===== src/rtl/interlock_pkg.sv =====
package interlock_pkg;
  localparam int unsigned SIDES = 2;
  localparam int unsigned STEPS = 2;

  typedef enum logic [1:0] {
    PH_IDLE = 2'd0,
    PH_RUN  = 2'd1,
    PH_DONE = 2'd2
  } phase_t;
endpackage


===== src/rtl/interlock_side.sv =====
module interlock_side
  import interlock_pkg::*;
#(
  parameter int unsigned STEPS_P = 2
) (
  input  logic               clk,
  input  logic               rst,
  input  logic               arm_i,
  input  logic               clear_i,
  input  logic [STEPS_P-1:0] keys_i,
  output logic               idle_o,
  output logic               done_o
);
  localparam int unsigned IW = (STEPS_P > 1) ? $clog2(STEPS_P) : 1;
  localparam logic [IW-1:0] LAST = IW'(STEPS_P - 1);

  phase_t        phase_q;
  logic [IW-1:0] idx_q;

  always_ff @(posedge clk) begin
    if (rst) begin
      phase_q <= PH_IDLE;
      idx_q   <= '0;
    end else begin
      case (phase_q)
        PH_IDLE: begin
          if (arm_i) begin
            phase_q <= PH_RUN;
            idx_q   <= '0;
          end
        end
        PH_RUN: begin
          if (keys_i[idx_q]) begin
            if (idx_q == LAST) phase_q <= PH_DONE;
            else               idx_q   <= idx_q + 1'b1;
          end
        end
        PH_DONE: begin
          if (clear_i) phase_q <= PH_IDLE;
        end
        default: phase_q <= PH_IDLE;
      endcase
    end
  end

  assign idle_o = (phase_q == PH_IDLE);
  assign done_o = (phase_q == PH_DONE);
endmodule


===== src/rtl/interlock_join.sv =====
module interlock_join #(
  parameter int unsigned SIDES_P = 2
) (
  input  logic               clk,
  input  logic               rst,
  input  logic [SIDES_P-1:0] done_i,
  output logic               all_done_o,
  output logic               enable_o,
  output logic               finish_o
);
  assign all_done_o = &done_i;

  always_ff @(posedge clk) begin
    if (rst) begin
      enable_o <= 1'b0;
      finish_o <= 1'b0;
    end else begin
      enable_o <= all_done_o;
      finish_o <= all_done_o;
    end
  end
endmodule


===== src/rtl/two_party_interlock.sv =====
module two_party_interlock
  import interlock_pkg::*;
(
  input  logic clk,
  input  logic rst,
  input  logic start_i,
  input  logic btn_a_i,
  input  logic btn_b_i,
  input  logic btn_c_i,
  input  logic btn_d_i,
  output logic enable_o,
  output logic finish_o
);
  logic [SIDES-1:0][STEPS-1:0] side_keys;
  logic [SIDES-1:0]            side_idle;
  logic [SIDES-1:0]            side_done;
  logic                        all_idle;
  logic                        all_done;
  logic                        arm;

  assign side_keys[0] = {btn_b_i, btn_a_i};
  assign side_keys[1] = {btn_d_i, btn_c_i};

  assign all_idle = &side_idle;
  assign arm      = start_i & all_idle;

  for (genvar s = 0; s < SIDES; s++) begin : g_side
    interlock_side #(.STEPS_P(STEPS)) u_side (
      .clk     (clk),
      .rst     (rst),
      .arm_i   (arm),
      .clear_i (all_done),
      .keys_i  (side_keys[s]),
      .idle_o  (side_idle[s]),
      .done_o  (side_done[s])
    );
  end

  interlock_join #(.SIDES_P(SIDES)) u_join (
    .clk        (clk),
    .rst        (rst),
    .done_i     (side_done),
    .all_done_o (all_done),
    .enable_o   (enable_o),
    .finish_o   (finish_o)
  );
endmodule


===== config.mk =====
export PLATFORM = sky130hd
export DESIGN_NAME = two_party_interlock
export DESIGN_NICKNAME = d
export VERILOG_FILES = /design/src/rtl/interlock_pkg.sv /design/src/rtl/interlock_side.sv /design/src/rtl/interlock_join.sv /design/src/rtl/two_party_interlock.sv
export SDC_FILE = /design/constraint.sdc
export NUM_CORES = 1
export LEC_CHECK = 0
export BUFFER_PORTS_ARGS = -buffer_cell sky130_fd_sc_hd__buf_4
export CAP_MARGIN = 5
export CORE_AREA = 4 4 41 43
export CTS_BUF_LIST = sky130_fd_sc_hd__clkbuf_8
export CTS_CLUSTER_DIAMETER = 30
export DETAILED_ROUTE_END_ITERATION = 6
export DIE_AREA = 0 0 45 47
export PLACE_DENSITY = 0.41
export SETUP_SLACK_MARGIN = 0.4
export SKIP_CTS_REPAIR_TIMING = 1
export SLEW_MARGIN = 25
export SYNTH_ARGS = -nofsm -noshare
export SYNTH_HDL_FRONTEND = slang
export SYNTH_SLANG_ARGS = --single-unit

===== constraint.sdc =====
create_clock -name clk -period 2.6 [get_ports clk]
set_input_delay 0.26 -clock clk [delete_from_list [all_inputs] [get_ports clk]]
set_output_delay 0.26 -clock clk [all_outputs]
set_load 0.1 [all_outputs]

==> impl_metrics.py <==
metrics = {
    "critical_path": {
        "slowest_stage": "dfxtp_1",
        "slowest_delay_ns": 0.32,
        "path_class": "register to output port",
        "worstPathBufferInverterCount": 1,
        "cpLargestDelayFamily": "flip-flops",
        "critPathCaptureType": "output port",
        "worstPathCellList": "buf_4",
        "worstPathMaxFanout": 2,
        "arrival_ns": 0.83,
        "crit_path_start_kind": "register",
        "worst_ep_required_time_ns": 2.34,
    },
    "die": {
        "core_um2": 1300,
        "fp.dieH_um": 47,
        "pin_count": 9,
        "fp-row-count": 13,
        "initial_utilization_pct": 22.6,
        "die_area_um2": 2120,
        "die_w_um": 45,
    },
    "timing": {
        "fin_skew_ns": 0.00172,
        "fmax_ghz": 0.921,
        "min_period_ns": 1.09,
        "setup_viol": 0,
        "rsz0062_at_grt": "no",
        "tns_ns": 0,
        "slew_headroom_pct": 82.6,
        "finalHoldViolCount": 0,
        "drv_slew": 0,
        "fin_crit_sh_pct": 41.8,
        "tightest_slew_ns": 0.257,
    },
    "yosys": {
        "synth_edf_count": 0,
        "synth-seq-cells": 7,
        "synth_cell_types": 16,
        "yosys_warnings": 0,
        "syn_area_um2": 294,
        "synth_cells": 35,
        "synth_most_common_cell": "dfxtp_1",
        "ys.flop_type": "dfxtp_1",
        "syn-num-nets": 42,
        "yosys-top-cells-area": "dfxtp_1 (48%), nand2b_1 (8.5%), a21oi_1 (5.1%)",
        "yosysSeqAreaShare_pct": 47.7,
        "yosys.area.top_type": "dfxtp_1",
        "synthArstFlopShare_pct": 0,
        "avgSynthCellArea_um2": 8.40,
        "netlist.area_leader.share_pct": 47.7,
        "synth_common_cells": "dfxtp_1 (7), nand2b_1 (4), a21oi_1 (3), nor2_1 (3), nor3_1 (3)",
    },
    "drt": {
        "final_antenna_net_count": 0,
        "drc": 0,
        "vias_per_cell": 4.42,
        "drt_iter0_drc": 3,
        "vias": 265,
        "post_drt_wl_per_cell_um": 9.90,
        "drt_pre_antenna_iters": 2,
        "routed_wl_um": 594,
    },
    "power": {
        "p_per_area_nw_per_um2": 709,
        "swShare_pct": 20.6,
        "ir_worst_vdd_uv": 253,
        "p_leak_nw": 0.161,
        "p_switching_w": 0.0000595,
        "clkPwrFrac_pct": 50.4,
        "seqPwrFrac_pct": 41.4,
        "combPwrFrac_pct": 8.2,
        "intPower_w": 0.000229,
    },
    "cells_and_area": {
        "antennaDiodeCount": 0,
        "drive_gt1_share_pct": 26.7,
        "final_nets": 53,
        "final_cell_area_um2": 407,
        "areaGrowthSynthToFinish_pct": 38.3,
        "fillers": 150,
    },
    "clock_tree": {
        "cts_tree": "built",
        "clockBufferDepth": 2,
        "numCtsBuffers": 3,
        "clockRootBuffer": "clkbuf_8",
        "worstSkewPairLatency_ns": 0.22,
        "clk_pin_slew_ns": 0.04,
        "cts_sinks": 7,
        "ctsHtreeMaxLevel": 1,
    },
    "global_routing": {
        "grt_pass1_wl_um": 959,
        "antenna_found_initial": 0,
        "grt.total_usage_pct": 6.79,
        "grt_max_degree": 9,
        "grt-ovfl-total": 0,
        "grt_pass1_vias": 253,
    },
    "placement": {
        "place_area_um2": 362,
        "hpwl_um": 440,
        "io_buffers": 8,
        "place_congestion": 0.733,
    },
    "outcome": {
        "outcome": "finished clean",
    },
    "min_path": {
        "min-delay-path-class": "input port to register",
    },
    "run": {
        "max_cap_violations": 0,
    },
}
-- flip-flops by register name (all words and copies together), names as in the netlist --
| register | cells |
|---|---|
| g_side.u_side.phase_q | 4 |
| g_side.u_side.idx_q | 2 |
| u_join.enable_o | 1 |
-- path summary, 6_finish.rpt --
| kind | startpoint | end | slack [ns] | cells past startpoint |
|---|---|---|---|---|
| worst max register to register | g_side[0].u_side.phase_q[0] | g_side[1].u_side.idx_q | 1.67 | 3 |
| worst max-delay path | u_join.enable_o | finish_o | 1.51 | 1 |
| worst min-delay path | rst | g_side[0].u_side.phase_q[1] | 0.27 | 2 |
| worst min register to register | g_side[0].u_side.idx_q | g_side[0].u_side.phase_q[1] | 0.49 | 2 |
-- stage by stage --
stage,total power [W],hold WS (ns),util [%],instances,worst slack [ns]
final,0.000288,0.269,31.3,60,1.51
after global routing,0.000303,0.276,31.3,60,1.50
after CTS,0.000292,0.265,31.3,60,1.51
after detailed placement,0.000145,0.481,27.8,56,1.68
after global placement,0.000145,0.489,27.8,56,1.70
after floorplan,0.000134,0.427,-,35,0.984
-- power by group through the flow --
stage,clock network (W),registers [W],logic [W]
6_report,0.000145,0.000119,0.0000237
5_1_grt,0.000156,0.000120,0.0000275
4_1_cts,0.000149,0.000119,0.0000239
3_5_place_dp,0,0.000121,0.0000237
3_3_place_gp,0,0.000121,0.0000239
2_1_floorplan,0,0.000119,0.0000147
-- cell type report --
type	count	area (µm²)	share of cell area (%)
tap	15	18.8	4.62
clock inverter	1	3.75	0.923
timing repair buffer	8	60.1	14.8
clock buffer	3	41.3	10.2
sequential	7	140	34.5
inverter	2	7.51	1.85
multi-input combinational	24	135	33.2
-- routing by layer --
metal	up-vias	GRT usage, %	wire, µm
met1	115	8.41	292
met2	6	7.63	244
met5	-	0	0
li1	142	-	-
met3	2	3.83	45
met4	0	7.02	11
-- cells by family (layout without fill, tap and decap cells) --
group                  Yosys count  after routing  share of synthesized area [%]
and+or+nand+nor                 18             18                           34.9
AOI/OAI and AO/OA                6              6                           11.1
buffers and inverters            4             14                           6.38
DFF                              7              7                           47.7
-- placed cells by master (no fill, tap or decap), drive strengths merged --
| master | instances |
|---|---|
| buf | 8 |
| dfxtp | 7 |
| nand2b | 4 |
| nor3 | 4 |
| inv | 3 |
| a21oi | 3 |
| nor2 | 3 |
| clkbuf | 3 |
| and3 | 2 |
| a31oi | 2 |
| nand2 | 2 |
| nand4 | 1 |
| nor4 | 1 |
| nor4b | 1 |
| o21ai | 1 |
Power figures use the tool's default switching activity.
